--- config.mk ---
export PLATFORM = sky130hd
export DESIGN_NAME = dfi_en_timer
export DESIGN_NICKNAME = d
export VERILOG_FILES = /design/src/rtl/dfi_en_pkg.sv /design/src/rtl/dfi_en_window.sv /design/src/rtl/dfi_en_wfifo.sv /design/src/rtl/dfi_en_timer.sv
export SDC_FILE = /design/constraint.sdc
export NUM_CORES = 1
export LEC_CHECK = 0
export ABC_AREA = 1
export BUFFER_PORTS_ARGS = -buffer_cell sky130_fd_sc_hd__buf_2
export CORE_MARGIN = 1
export CORE_UTILIZATION = 59
export DETAILED_ROUTE_END_ITERATION = 8
export PLACE_DENSITY = 0.82
export SYNTH_ARGS = -nofsm -noshare
export SYNTH_HDL_FRONTEND = slang
export SYNTH_SLANG_ARGS = --single-unit
--- constraint.sdc ---
create_clock -name clk -period 4.3 [get_ports clk]
set_input_delay 0.43 -clock clk [delete_from_list [all_inputs] [get_ports clk]]
set_output_delay 0.43 -clock clk [all_outputs]
set_load 0.05 [all_outputs]
--- src/rtl/dfi_en_pkg.sv ---
package dfi_en_pkg;

   // Saturate a programmed latency into the supported range.
   function automatic int unsigned lat_clamp(int unsigned v, int unsigned lo, int unsigned hi);
      if (v < lo) return lo;
      if (v > hi) return hi;
      return v;
   endfunction

   function automatic int unsigned mask_bits(int unsigned data_w);
      return (data_w + 7) / 8;
   endfunction

endpackage

--- src/rtl/dfi_en_window.sv ---
// Shift vector producing a delayed enable window; windows from successive
// commands OR into the vector so adjacent bursts merge.
module dfi_en_window #(
   parameter int DEPTH = 32,
   parameter int LAT_W = 5,
   parameter int LEN_W = 5
) (
   input  logic             clk,
   input  logic             rst_n,
   input  logic             fire,
   input  logic [LAT_W-1:0] lat,
   input  logic [LEN_W-1:0] len,
   output logic             en,
   output logic             busy
);
   logic [DEPTH-1:0] vec_q;
   logic [DEPTH-1:0] shape;

   // bit i of the vector is the enable i+1 cycles after the command edge
   always_comb begin
      for (int i = 0; i < DEPTH; i++) begin
         shape[i] = ((i + 1) >= int'(lat)) && ((i + 1) < (int'(lat) + int'(len)));
      end
   end

   always_ff @(posedge clk or negedge rst_n) begin
      if (!rst_n) vec_q <= '0;
      else        vec_q <= {1'b0, vec_q[DEPTH-1:1]} | (fire ? shape : '0);
   end

   assign en   = vec_q[0];
   assign busy = |vec_q;


   first_beat_chk: assert property (@(posedge clk) disable iff (!rst_n)
      (fire && lat == LAT_W'(1) && len != '0) |=> en);

   zero_len_chk: assert property (@(posedge clk) disable iff (!rst_n)
      (fire && len == '0 && vec_q[DEPTH-1:1] == '0) |=> !en);
endmodule

--- src/rtl/dfi_en_wfifo.sv ---
module dfi_en_wfifo #(
   parameter int WIDTH = 49,
   parameter int DEPTH = 16
) (
   input  logic             clk,
   input  logic             rst_n,
   input  logic             push,
   input  logic [WIDTH-1:0] din,
   input  logic             pop,
   output logic [WIDTH-1:0] dout,
   output logic             empty,
   output logic             full
);
   localparam int PTR_W = (DEPTH > 1) ? $clog2(DEPTH) : 1;

   logic [WIDTH-1:0] mem [DEPTH];
   logic [PTR_W-1:0] wp_q, rp_q;
   logic [PTR_W:0]   cnt_q;
   logic             do_push, do_pop;

   assign empty   = (cnt_q == '0);
   assign full    = (cnt_q == (PTR_W+1)'(DEPTH));
   assign do_push = push && !full;
   assign do_pop  = pop && !empty;
   assign dout    = mem[rp_q];

   always_ff @(posedge clk) begin
      if (do_push) mem[wp_q] <= din;
   end

   always_ff @(posedge clk or negedge rst_n) begin
      if (!rst_n) begin
         wp_q  <= '0;
         rp_q  <= '0;
         cnt_q <= '0;
      end else begin
         if (do_push) wp_q <= (wp_q == PTR_W'(DEPTH-1)) ? '0 : wp_q + 1'b1;
         if (do_pop)  rp_q <= (rp_q == PTR_W'(DEPTH-1)) ? '0 : rp_q + 1'b1;
         cnt_q <= cnt_q + (PTR_W+1)'(do_push) - (PTR_W+1)'(do_pop);
      end
   end


   no_overflow_chk: assert property (@(posedge clk) disable iff (!rst_n)
      push |-> !full);

   no_underflow_chk: assert property (@(posedge clk) disable iff (!rst_n)
      pop |-> !empty);
endmodule

--- src/rtl/dfi_en_timer.sv ---
module dfi_en_timer
   import dfi_en_pkg::*;
#(
   parameter int DATA_W     = 36,
   parameter int MAX_LAT    = 16,
   parameter int MAX_LEN    = 16,
   parameter int FIFO_DEPTH = 16,
   parameter bit ECC_EN     = 1'b1,
   parameter int ECC_W      = 8,
   parameter int DEF_LAT    = 2,
   localparam int MASK_W    = (DATA_W + 7) / 8,
   localparam int LAT_W     = $clog2(MAX_LAT + 1),
   localparam int LEN_W     = $clog2(MAX_LEN + 1)
) (
   input  logic              clk,
   input  logic              rst_n,
   input  logic              rd_issue_i,
   input  logic [LEN_W-1:0]  rd_beats_i,
   input  logic              wr_issue_i,
   input  logic [LEN_W-1:0]  wr_beats_i,
   input  logic              wq_push_i,
   input  logic [DATA_W-1:0] wq_data_i,
   input  logic [MASK_W-1:0] wq_mask_i,
   input  logic [ECC_W-1:0]  wq_ecc_i,
   input  logic [LAT_W-1:0]  cfg_rd_lat_i,
   input  logic [LAT_W-1:0]  cfg_wr_lat_i,
   input  logic [LAT_W-1:0]  cfg_wd_lat_i,
   output logic              rddata_en_o,
   output logic              wrdata_en_o,
   output logic [DATA_W-1:0] wrdata_o,
   output logic [MASK_W-1:0] wrdata_mask_o,
   output logic              ecc_wrdata_en_o,
   output logic [ECC_W-1:0]  ecc_wrdata_o
);
   localparam int RD_DEPTH = MAX_LAT + MAX_LEN;
   localparam int WD_DEPTH = 2 * MAX_LAT + MAX_LEN;
   localparam int ENT_W    = DATA_W + MASK_W + ECC_W;

   if (MAX_LAT < 1) begin : g_bad_lat
      $error("MAX_LAT must be at least 1");
   end
   if (MAX_LEN < 1) begin : g_bad_len
      $error("MAX_LEN must be at least 1");
   end
   if ((FIFO_DEPTH < 2) || ((FIFO_DEPTH & (FIFO_DEPTH - 1)) != 0)) begin : g_bad_fifo
      $error("FIFO_DEPTH must be a power of two, at least 2");
   end
   if (mask_bits(DATA_W) != MASK_W) begin : g_bad_mask
      $error("mask width mismatch");
   end
   if ((DEF_LAT < 1) || (DEF_LAT > MAX_LAT)) begin : g_bad_def
      $error("DEF_LAT out of range");
   end

   // ---------------- latency capture ----------------
   logic [LAT_W-1:0] rd_lat_q, wr_lat_q, wd_lat_q;
   logic [LAT_W:0]   wd_lat_sum;
   logic             rd_busy, wr_busy, wd_busy, idle;
   logic             rd_en, wr_en, wd_en;

   assign idle = !rd_busy && !wr_busy && !wd_busy && !rd_issue_i && !wr_issue_i;

   always_ff @(posedge clk or negedge rst_n) begin
      if (!rst_n) begin
         rd_lat_q <= LAT_W'(DEF_LAT);
         wr_lat_q <= LAT_W'(DEF_LAT);
         wd_lat_q <= '0;
      end else if (idle) begin
         rd_lat_q <= LAT_W'(lat_clamp(int'(cfg_rd_lat_i), 1, MAX_LAT));
         wr_lat_q <= LAT_W'(lat_clamp(int'(cfg_wr_lat_i), 1, MAX_LAT));
         wd_lat_q <= LAT_W'(lat_clamp(int'(cfg_wd_lat_i), 0, MAX_LAT));
      end
   end

   assign wd_lat_sum = {1'b0, wr_lat_q} + {1'b0, wd_lat_q};

   // ---------------- enable windows ----------------
   dfi_en_window #(.DEPTH(RD_DEPTH), .LAT_W(LAT_W), .LEN_W(LEN_W)) u_rd_win (
      .clk(clk), .rst_n(rst_n), .fire(rd_issue_i), .lat(rd_lat_q),
      .len(rd_beats_i), .en(rd_en), .busy(rd_busy));

   dfi_en_window #(.DEPTH(RD_DEPTH), .LAT_W(LAT_W), .LEN_W(LEN_W)) u_wr_win (
      .clk(clk), .rst_n(rst_n), .fire(wr_issue_i), .lat(wr_lat_q),
      .len(wr_beats_i), .en(wr_en), .busy(wr_busy));

   dfi_en_window #(.DEPTH(WD_DEPTH), .LAT_W(LAT_W + 1), .LEN_W(LEN_W)) u_wd_win (
      .clk(clk), .rst_n(rst_n), .fire(wr_issue_i), .lat(wd_lat_sum),
      .len(wr_beats_i), .en(wd_en), .busy(wd_busy));

   assign rddata_en_o = rd_en;
   assign wrdata_en_o = wr_en;

   // ---------------- write word queue ----------------
   logic [ENT_W-1:0]  q_head;
   logic              q_empty, q_full;
   logic [DATA_W-1:0] h_data;
   logic [MASK_W-1:0] h_mask;
   logic [ECC_W-1:0]  h_ecc;

   dfi_en_wfifo #(.WIDTH(ENT_W), .DEPTH(FIFO_DEPTH)) u_wq (
      .clk(clk), .rst_n(rst_n), .push(wq_push_i),
      .din({wq_data_i, wq_mask_i, wq_ecc_i}), .pop(wd_en),
      .dout(q_head), .empty(q_empty), .full(q_full));

   assign {h_data, h_mask, h_ecc} = q_head;
   assign wrdata_o      = wd_en ? h_data : '0;
   assign wrdata_mask_o = wd_en ? h_mask : '0;

   if (ECC_EN) begin : g_ecc
      assign ecc_wrdata_en_o = wr_en;
      assign ecc_wrdata_o    = wd_en ? h_ecc : '0;
   end else begin : g_no_ecc
      assign ecc_wrdata_en_o = 1'b0;
      assign ecc_wrdata_o    = '0;
   end


   lat_hold_chk: assert property (@(posedge clk) disable iff (!rst_n)
      (rd_busy || wr_busy) |=> $stable(rd_lat_q) && $stable(wr_lat_q));

   zero_data_lat_chk: assert property (@(posedge clk) disable iff (!rst_n)
      (wd_lat_q == '0) |-> (wd_en == wr_en));

   data_only_in_window_chk: assert property (@(posedge clk) disable iff (!rst_n)
      (!wd_en && !q_full) |-> (wrdata_o == '0));
endmodule

## Yosys cells after proc, flatten, opt, wreduce, memory -nomap -nowiden

Memory sizes are Yosys's and may differ from the RTL's.
Index checks and enable logic that the tools add are counted.

- Input port bits: 79
- Register bits: 140
- Word-level logic and storage cells: 406
- Memories kept: 1
- Bits in writable memories: 784

Memories:

| name | depth | width | read ports | clocked after Yosys merged registers in | wr ports | RTL line | source |
|---|---|---|---|---|---|---|---|
| u_wq.mem | 16 | 49 | 1 | 0 | 1 | dfi_en_wfifo.sv:16 | `logic [WIDTH-1:0] mem [DEPTH];` |

- $add $sub $neg: 8
- Equal/unequal tests: 3
- Muxes and demuxes: 32
- Reductions and logical operators: 125
- Bitwise operators: 3
- $lt $le $gt $ge: 225

Operators with widths:

| kind | count |
|---|---|
| < comparator 6 x 32 -> 1 bit, first input constant | 48 |
| < comparator 5 x 32 -> 1 bit, first input constant | 24 |
| < comparator 7 x 32 -> 1 bit, first input constant | 19 |
| < comparator 4 x 32 -> 1 bit, first input constant | 12 |
| < comparator 3 x 32 -> 1 bit, first input constant | 6 |
| greater-or-equal comparator 5 bit, first input constant | 30 |
| logical AND 1 bit | 114 |
| greater-or-equal comparator 6 bit, first input constant | 17 |
| greater-or-equal comparator 5 x 6 -> 1 bit, first input constant | 16 |
| < comparator 2 x 32 -> 1 bit, first input constant | 3 |
| greater-or-equal comparator 4 x 5 -> 1 bit, first input constant | 16 |
| two-way mux 32 bit | 2 |
| bitwise OR 31 x 32 -> 32 bit | 2 |
| OR reduction 32 bit | 2 |
| greater-or-equal comparator 4 x 6 -> 1 bit, first input constant | 8 |
| two-way mux 48 bit | 1 |
| bitwise OR 47 x 48 -> 48 bit | 1 |
| OR reduction 48 bit | 1 |
| two-way mux 5 bit | 9 |
| greater-or-equal comparator 3 x 5 -> 1 bit, first input constant | 8 |
| two-way mux 36 bit | 1 |
| greater-or-equal comparator 3 x 6 -> 1 bit, first input constant | 4 |
| greater-or-equal comparator 2 x 5 -> 1 bit, first input constant | 4 |
| adder 5 x 5 -> 6 bit | 3 |
| other kinds (16) | 45 |

## Logic depth before layout (Yosys ltp)

Gate-level depths: netlist (run 1).

- Word-level depth: 11
- Mapped depth: 22
- Depth with buffers taken out: 21

## By module

From an unflattened synthesis (run 1), not the netlist that was laid out.

- Cells, all modules: 4742
- Area, all modules: 43419.1 µm²

By module, submodules not included:

| module | cells an instance | times used | area each (µm²) | sequential area each (µm²) |
|---|---|---|---|---|
| dfi_en_wfifo | 3456 | 1 | 34928.5 | 23867.9 |
| dfi_en_window at u_rd_win ... | 299 | 2 | 2015.7 | 800.8 |
| dfi_en_window at u_wd_win | 470 | 1 | 3144.3 | 1201.2 |
| dfi_en_timer | 218 | 1 | 1315.0 | 377.9 |

## Least setup slack after synthesis (run 1)

No wires, ideal clock.

- Kind: register to register
- Start point: reg u_wq.cnt_q[2]
- End point: mem u_wq.mem[11][0], enable pin
- Library setup time: 0.456 ns
- Path slack: 0.789 ns
- Data required time: 3.844 ns
- Path buffers: 0
- Clock period less this slack: 3.511 ns
- Arrival: 3.055 ns
- Stages on the path, launching flop included: 8
- Cells stage by stage: dfrtp_1 inv_1 ha_1 nand4_1 nand2_1 clkinv_1 nand2_1 nor2_1

- Longest elaborated chain between the ends: 5

Ends and longest elaborated chain:

| element | RTL line | source |
|---|---|---|
| from (decl) | dfi_en_wfifo.sv:18 | `logic [PTR_W:0] cnt_q;` |
| from (signal assigned) | dfi_en_wfifo.sv:39 | `cnt_q <= cnt_q + (PTR_W+1)'(do_push) - (PTR_W+1)'(do_pop);` |
| equality test 5 bit | dfi_en_wfifo.sv:22 | `assign full = (cnt_q == (PTR_W+1)'(DEPTH));` |
| zero test 1 bit | dfi_en_wfifo.sv:23 | `assign do_push = push && !full;` |
| logical AND 1 bit | dfi_en_wfifo.sv:23 |  |
| net u_wq.do_push | dfi_en_wfifo.sv:19 | `logic do_push, do_pop;` |
| two-way mux 1 bit | dfi_en_wfifo.sv:28 | `if (do_push) mem[wp_q] <= din;` |
| two-way mux 1 bit (implied by the code) | dfi_en_wfifo.sv:28 |  |
| to (decl) | dfi_en_wfifo.sv:16 |  |

The timed path passes the listed nets, and every way through them passes these cells.

## Worst setup path in the final report (run 1)

- Start point: reg wr_lat_q[1]
- End point: reg u_wd_win.vec_q[1]

- Longest elaborated chain between the ends: 6
- Elaborated cells on any way between the ends: 7
- Classes of those cells: add/sub: 2; order compare: 2; mux: 1; bitwise: 1; reduce/logical: 1

Ends and longest elaborated chain:

| element | RTL line | source |
|---|---|---|
| from (decl) | dfi_en_timer.sv:56 | `logic [LAT_W-1:0] rd_lat_q, wr_lat_q, wd_lat_q;` |
| from (signal assigned) | dfi_en_timer.sv:66 | `wr_lat_q <= LAT_W'(DEF_LAT);` |
| from (signal assigned) | dfi_en_timer.sv:70 | `wr_lat_q <= LAT_W'(lat_clamp(int'(cfg_wr_lat_i), 1, MAX_LAT));` |
| adder 5 x 5 -> 6 bit * | dfi_en_timer.sv:75 | `assign wd_lat_sum = {1'b0, wr_lat_q} + {1'b0, wd_lat_q};` |
| adder 6 x 5 -> 7 bit | dfi_en_window.sv:22 | `shape[i] = ((i + 1) >= int'(lat)) && ((i + 1) < (int'(lat) + int'(len)));` |
| < comparator 3 x 32 -> 1 bit | dfi_en_window.sv:22 |  |
| logical AND 1 bit * | dfi_en_window.sv:22 |  |
| two-way mux 48 bit * | dfi_en_window.sv:28 | `else vec_q <= {1'b0, vec_q[DEPTH-1:1]} \| (fire ? shape : '0);` |
| bitwise OR 47 x 48 -> 48 bit * | dfi_en_window.sv:28 |  |
| to (signal assigned) | dfi_en_window.sv:28 |  |
| to (decl) | dfi_en_window.sv:16 | `logic [DEPTH-1:0] vec_q;` |

Mark *: on every way between the ends. The rest lies on a longest branch, timed or not.
A chain may end at the register's enable or synchronous reset.

==> reports/metrics.cfg, run 1 <==
[grt]
grtUsageMet2_pct = 44.16
grt_pass1_wl_um = 145200
met3_usage_pct = 5.360
overflow = 0
use_met1_pct = 38.80
grt_max_degree = 178
antenna_found_initial = 9
grt.total_usage_pct = 28.12
grt_pass1_vias = 26110
busiest_layer = met2

[finish]
drive_gt1_share_pct = 9.705
layout_common_cells = edfxtp_1 (784), nor2_1 (590), nand2_1 (415)
nets = 3568
layout_commonest_cell = edfxtp_1
fill_cells = 4452
final_util_pct = 67.09
area_delta_synth_final_pct = 11.64

[place]
place_congestion = 0.9901
place_hpwl_um = 53240
io_buffer_count = 130

[clocking]
cts_tree = built
cts_inserted_buffers = 91
h-tree-depth = 3
clockRootBuffer = clkbuf_16
cts_num_sinks = 924
insertion_delay_ps = 660
cts_buffer_depth = 3
clkSlewWorstSetupHoldPaths_ps = 60
postCtsResizedCells = 0

[worst_setup_path]
crit_buf_inv = 2
cp.arrival_ps = 4550
rrSetupSlack_ps = 280
worst-setup-path-type = register to register
r2r_cells = 15
cp.required_ps = 4830
r2r-end = u_wd_win.vec_q[1]
path_common_cell = nand2_1
crit_slowest_cell = dfstp_2
cp_max_fo = 16
crit_family = simple AND/OR/NAND/NOR gates
r2r-start = wr_lat_q[1]
worst_setup_path_start_kind = register
path_cells = inv_1, fa_1, inv_1, nand3_1, nand2_1, nand2_1, nand2_1, ha_1, nand3b_1, nand2_1, nand2_2, nor2_2, nand2_1, nand3_1, nand2_1
max_stage_delay_ps = 650
end_kind = register

[route]
first_pass_iters = 6
vias_per_cell = 6.141
route.detailed.drc = 0
wl_per_cell_um = 21.44
drt_iter0_markers = 3116
route.vias.total = 26920
finalWirelength_um = 93990
ant_nets = 0

[logic_synthesis]
ys_ff_latch = 924
synth_top_area_share_pct = 60.34
ys_warn_count = 0
syn_nets = 3475
synthFlopType = edfxtp_1
yosysUniqueCellTypes = 42
synthArstFlopShare_pct = 15.15
ys_seq_area_share_pct = 69.33
synth.avg_cell_area_um2 = 11.62
synth-edff-count = 784
synth.area.top_cells = edfxtp_1 (60%), dfrtp_1 (8.9%), nor2_1 (5.8%)
yosysTopAreaCell = edfxtp_1
synthCells = 3359
synthesis.area_um2 = 39020

[timing]
skew_ps = 32.63
hold_violations = 0
fin_tns_setup_ps = 0
relSlewSlack_pct = 23.91
fin_crit_ps = 4017
worst_pin_slew_ps = 1139
rsz0062_at_grt = false
fin_crit_sh_pct = 93.42
clock.fmax_mhz = 248.9
setup_viol_count_final = 0
slew_viol_final = 0
timing.hold.ws_ps = 67.74

[hold_path]
hold_depth = 3
worstHoldStart = cfg_wr_lat_i[4]
hp-class = input port to register
holdPathEnd = wr_lat_q[4]

[power_and_ir_drop]
powerDensity_nw_per_um2 = 648.9
peakVddDrop_uv = 756.3
p_leak_nw = 15.89

[floorplanning]
initial_core_util_pct = 60.09
core-area_um2 = 64930
dieArea_um2 = 67160
die_h_um = 259.2
std_cell_rows = 93
die_w_um = 259.2
ios = 131

[outcome]
outcome = completed

[job]
maxCapViolations = 0

==> synth_stat cells (all sizes together) (24+ instances only) <==
library cell and count:
o21bai 24, nor2 611, o21ai 390, mux2i 49, dfrtp 138, o22ai 49, inv 197, edfxtp 784
a21oi 37, o211ai 105, o32ai 49, buf 83, nand3 138, nand4 27, nand2 419, ha 32
clkbuf 102, a31oi 57
==> state kept, by name, indices dropped and copies added (netlist names) <==
| signal | cells |
|---|---|
| u_wq.mem | 784 |
| u_wq.rp_q | 4 |
| u_wq.cnt_q | 5 |
| u_wq.wp_q | 4 |
| rd_lat_q | 5 |
| wr_lat_q | 5 |
| u_wr_win.vec_q | 32 |
| u_rd_win.vec_q | 32 |
| wd_lat_q | 5 |
| u_wd_win.vec_q | 48 |
==> cells by family (layout without fill, tap and decap cells) <==
kind of cell / Yosys count / after routing / synth area share (%)
and+or+nand+nor: 1237 / 1237 / 12.80
DFF: 924 / 924 / 69.33
AOI/OAI and AO/OA: 720 / 720 / 10.94
buffers and inverters: 384 / 549 / 4.220
muxes: 49 / 49 / 1.257
adders and majority gates: 37 / 37 / 1.283
xor gates and xnor gates: 8 / 8 / 0.1796
other: 0 / 4 / 0
==> report_power, final <==
| group | total [mW] | leakage [nW] | switching, mW | internal, mW |
|---|---|---|---|---|
| Sequential | 10.8 | 8.65 | 0.320 | 10.5 |
| Clock | 7.70 | 1.40 | 3.34 | 4.36 |
| Combinational | 9.72 | 5.84 | 7.11 | 2.61 |
==> worst max path at each step <==
stage / from / end / depth (start not counted)
3_3_place_gp: wr_lat_q[1] / u_wd_win.vec_q[1] / 15
3_5_place_dp: wr_lat_q[1] / u_wd_win.vec_q[1] / 15
5_1_grt: wr_lat_q[1] / u_wd_win.vec_q[1] / 15
4_1_cts: wr_lat_q[1] / u_wd_win.vec_q[1] / 15
6_report: wr_lat_q[1] / u_wd_win.vec_q[1] / 15
2_1_floorplan: u_wq.cnt_q[2] / u_wq.mem[11][0] / 7
==> final cells by class <==
type | instances | area, um^2 | share of cell area (%)
Clock buffer | 117 | 2416 | 5.547
Timing Repair Buffer | 185 | 1323 | 3.036
Multi-Input combinational cell | 2051 | 10450 | 23.99
Antenna cell | 4 | 10.01 | 0.02298
Tap cell | 855 | 1070 | 2.456
Clock inverter | 48 | 478.0 | 1.097
Sequential cell | 924 | 27060 | 62.12
Inverter | 199 | 754.5 | 1.732
==> worst reg2reg max path, stage by stage, from the launching register on <==
cell,delay (ps)
dfstp_2,650
inv_1,130
fa_1,450
inv_1,80
nand3_1,110
nand2_1,120
nand2_1,50
nand2_1,290
ha_1,350
nand3b_1,180
nand2_1,420
nand2_2,210
nor2_2,550
nand2_1,130
nand3_1,120
nand2_1,70
==> metrics by stage <==
stage / instances / power, mW / setup WS (ps) / cell area [um^2]
2_1_floorplan: 3359 / 17.89 / 788.8 / 39020
3_3_place_gp: 4213 / 20.32 / 508.1 / 40650
3_5_place_dp: 4213 / 20.57 / 422.8 / 40650
4_1_cts: 4379 / 28.27 / 396.9 / 43550
5_1_grt: 4383 / 29.46 / 44.68 / 43560
6_report: 4383 / 28.27 / 282.9 / 43560
==> layer usage <==
layer  vias to the layer above  routed length (um)
met5                         -                  55
met4                         8                3574
li1                      12160                   -
met2                      1462               44520
met1                     13040               37460
met3                       251                8374
==> what timing repair did <==
| item | in CTS | in global routing |
|---|---|---|
| endpoints found under the hold margin | 89 | 0 |
| setup buffers | 0 | 0 |
| hold buffers | 1 | 0 |
Note: power is estimated with default switching activity, not from simulation.
==> run 2, diff against run 1 <==
- CELL_PAD_IN_SITES_DETAIL_PLACEMENT: unset -> 1
- CELL_PAD_IN_SITES_GLOBAL_PLACEMENT: unset -> 1
- CORE_UTILIZATION: 59 -> 52
- CTS_BUF_LIST: unset -> sky130_fd_sc_hd__clkbuf_8
- PLACE_DENSITY: 0.82 -> 0.87
- clock period: 4.3 -> 3.95 ns (I/O delays scaled with it)
==> run 2 against run 1 <==
  * Sequential power up 10%
  * Largest cell class unchanged
  * Largest power group unchanged
  * Die area up 13%
  * Sequential share of layout area down 1.4 points
==> reports/metrics.cfg, run 2 (synthesis results as in run 1) <==
[hold_path]
worstHoldStart = wq_push_i
hp-class = input port to register

[timing]
hold_violations = 0
skew_ps = 66.19
timing.hold.ws_ps = 203.4
fin_tns_setup_ps = 0
fin_crit_ps = 3884
clock.fmax_mhz = 257.4
slew_viol_final = 0
relSlewSlack_pct = 13.67
setup_viol_count_final = 0
fin_crit_sh_pct = 98.34
rsz0062_at_grt = false
worst_pin_slew_ps = 1293

[route]
wl_per_cell_um = 26.83
route.detailed.drc = 0
first_pass_iters = 6
route.vias.total = 29340
finalWirelength_um = 125800
drt_iter0_markers = 3269
vias_per_cell = 6.259
ant_nets = 0

[power_and_ir_drop]
p_leak_nw = 16.56
powerDensity_nw_per_um2 = 713.4
peakVddDrop_uv = 557.3
p_clk_share_pct = 25.9
seqPwrFrac_pct = 37.5
p_sw_share_pct = 41.33
p_sw_mw = 13.14
p_int_mw = 18.65
pwr-share-comb_pct = 36.5

[floorplanning]
dieArea_um2 = 76130
core-area_um2 = 74320
std_cell_rows = 100
die_w_um = 275.9
die_h_um = 275.9
initial_core_util_pct = 52.50
ios = 131

[worst_setup_path]
r2r-start = wr_lat_q[1]
cp_max_fo = 34
critPathLaunch = u_wq.rp_q[1]
end_kind = output port
cp.required_ps = 3560
worst_setup_path_start_kind = register
cp.arrival_ps = 3490
worst-setup-path-type = register to output port

[place]
place_hpwl_um = 70060
place_area_um2 = 40990
place_congestion = 0.9119
io_buffer_count = 130

[clocking]
h-tree-depth = 4
insertion_delay_ps = 830
clockRootBuffer = clkbuf_8
cts_inserted_buffers = 151
cts_buffer_depth = 3
clkSlewWorstSetupHoldPaths_ps = 70
cts_tree = built
cts_num_sinks = 924

[finish]
layout_commonest_cell = edfxtp_1
layout_common_cells = edfxtp_1 (784), nor2_1 (590), nand2_1 (415)
layout.cell_area.non_filler_um2 = 44560
nets = 3719
area_delta_synth_final_pct = 14.21
regMostFlops = u_wq.mem
largest_register_ffs = 784
drive_gt1_share_pct = 11.79
fill_cells = 7616
reg_top3 = u_wq.mem (784), u_wd_win.vec_q (48)

[outcome]
outcome = completed

[grt]
grt_pass1_vias = 31000
overflow = 0
grt_pass1_wl_um = 186100
grt_max_degree = 107
antenna_found_initial = 1
grt.total_usage_pct = 32.78

[job]
maxCapViolations = 0

## run 2: cell count changes in the layout (fill, tap and decap cells not counted), moves of 3 or more
cell	previous run	this run
buf_4	34	54
clkinv_1	24	21
inv_1	190	244
clkbuf_1	23	0
dlygate4sd3_1	1	67
clkbuf_8	2	161
clkbuf_16	92	0
inv_8	1	7
## run 2: cell type report
| cell class | instances | area, um^2 | share of cell area, % |
|---|---|---|---|
| Timing Repair Buffer | 276 | 2227 | 4.998 |
| Inverter | 199 | 754.5 | 1.693 |
| Clock buffer | 161 | 2216 | 4.973 |
| Antenna cell | 4 | 10.01 | 0.02246 |
| Multi-Input combinational cell | 2051 | 10450 | 23.45 |
| Clock inverter | 103 | 633.1 | 1.421 |
| Sequential cell | 924 | 27060 | 60.72 |
| Tap cell | 969 | 1212 | 2.721 |
## run 2: routing by layer
metal	vias to the layer above	global-route usage (%)	routed length [um]	part of all wire, %
li1	12490	-	-	-
met1	14760	40.50	47000	37
met2	1680	55.88	63740	51
met3	412	5.757	9653	7.7
met4	0	15.83	5371	4.3
met5	-	0	0	0
## run 2: power groups by stage
stage               clock [mW]  combinational [mW]  sequential, mW
floorplan                    0                7.63            11.8
global placement             0                10.3            12.0
detailed placement           0                10.9            12.1
CTS                       8.16                11.4            11.9
global route              8.63                12.2            12.0
finish                    8.25                11.6            11.9
## run 2: path summary, 6_finish.rpt
path,to,slack [ps],cells after the start
setup / recovery,wrdata_o[1],70,6
hold / removal,u_wq.wp_q[3],200,5
setup reg to reg,u_wd_win.vec_q[7],370,14
hold reg to reg,u_rd_win.vec_q[28],450,2
max in group asynchronous,u_rd_win.vec_q[26],2880,3
min in group asynchronous,wd_lat_q[0],230,2
## run 2: per-stage QoR
step	instances	utilization, %	power (mW)	setup WS (ps)
after floorplan	3359	-	19.48	438.8
after global placement	4350	55.15	22.33	535.3
after detailed placement	4350	55.15	23.05	426.5
after CTS	4683	59.93	31.44	31.09
after global routing	4685	59.95	32.81	28.23
final	4687	59.96	31.79	65.60
## run 2: timing repair
item,4_1_cts,5_1_grt
hold buffers,67,0
setup endpoints to repair,6,1
buffers inserted,2,0
endpoints found under the hold margin,896,0
pin swaps,0,0
resized for setup,1,1
## run 2: worst max-delay path, cell delays in order, from the launching register on
cell and delay, ps:
dfrtp_4 810, buf_4 420, o21ai_0 250, o211ai_1 330
o211ai_1 140, a31oi_1 370, buf_2 350
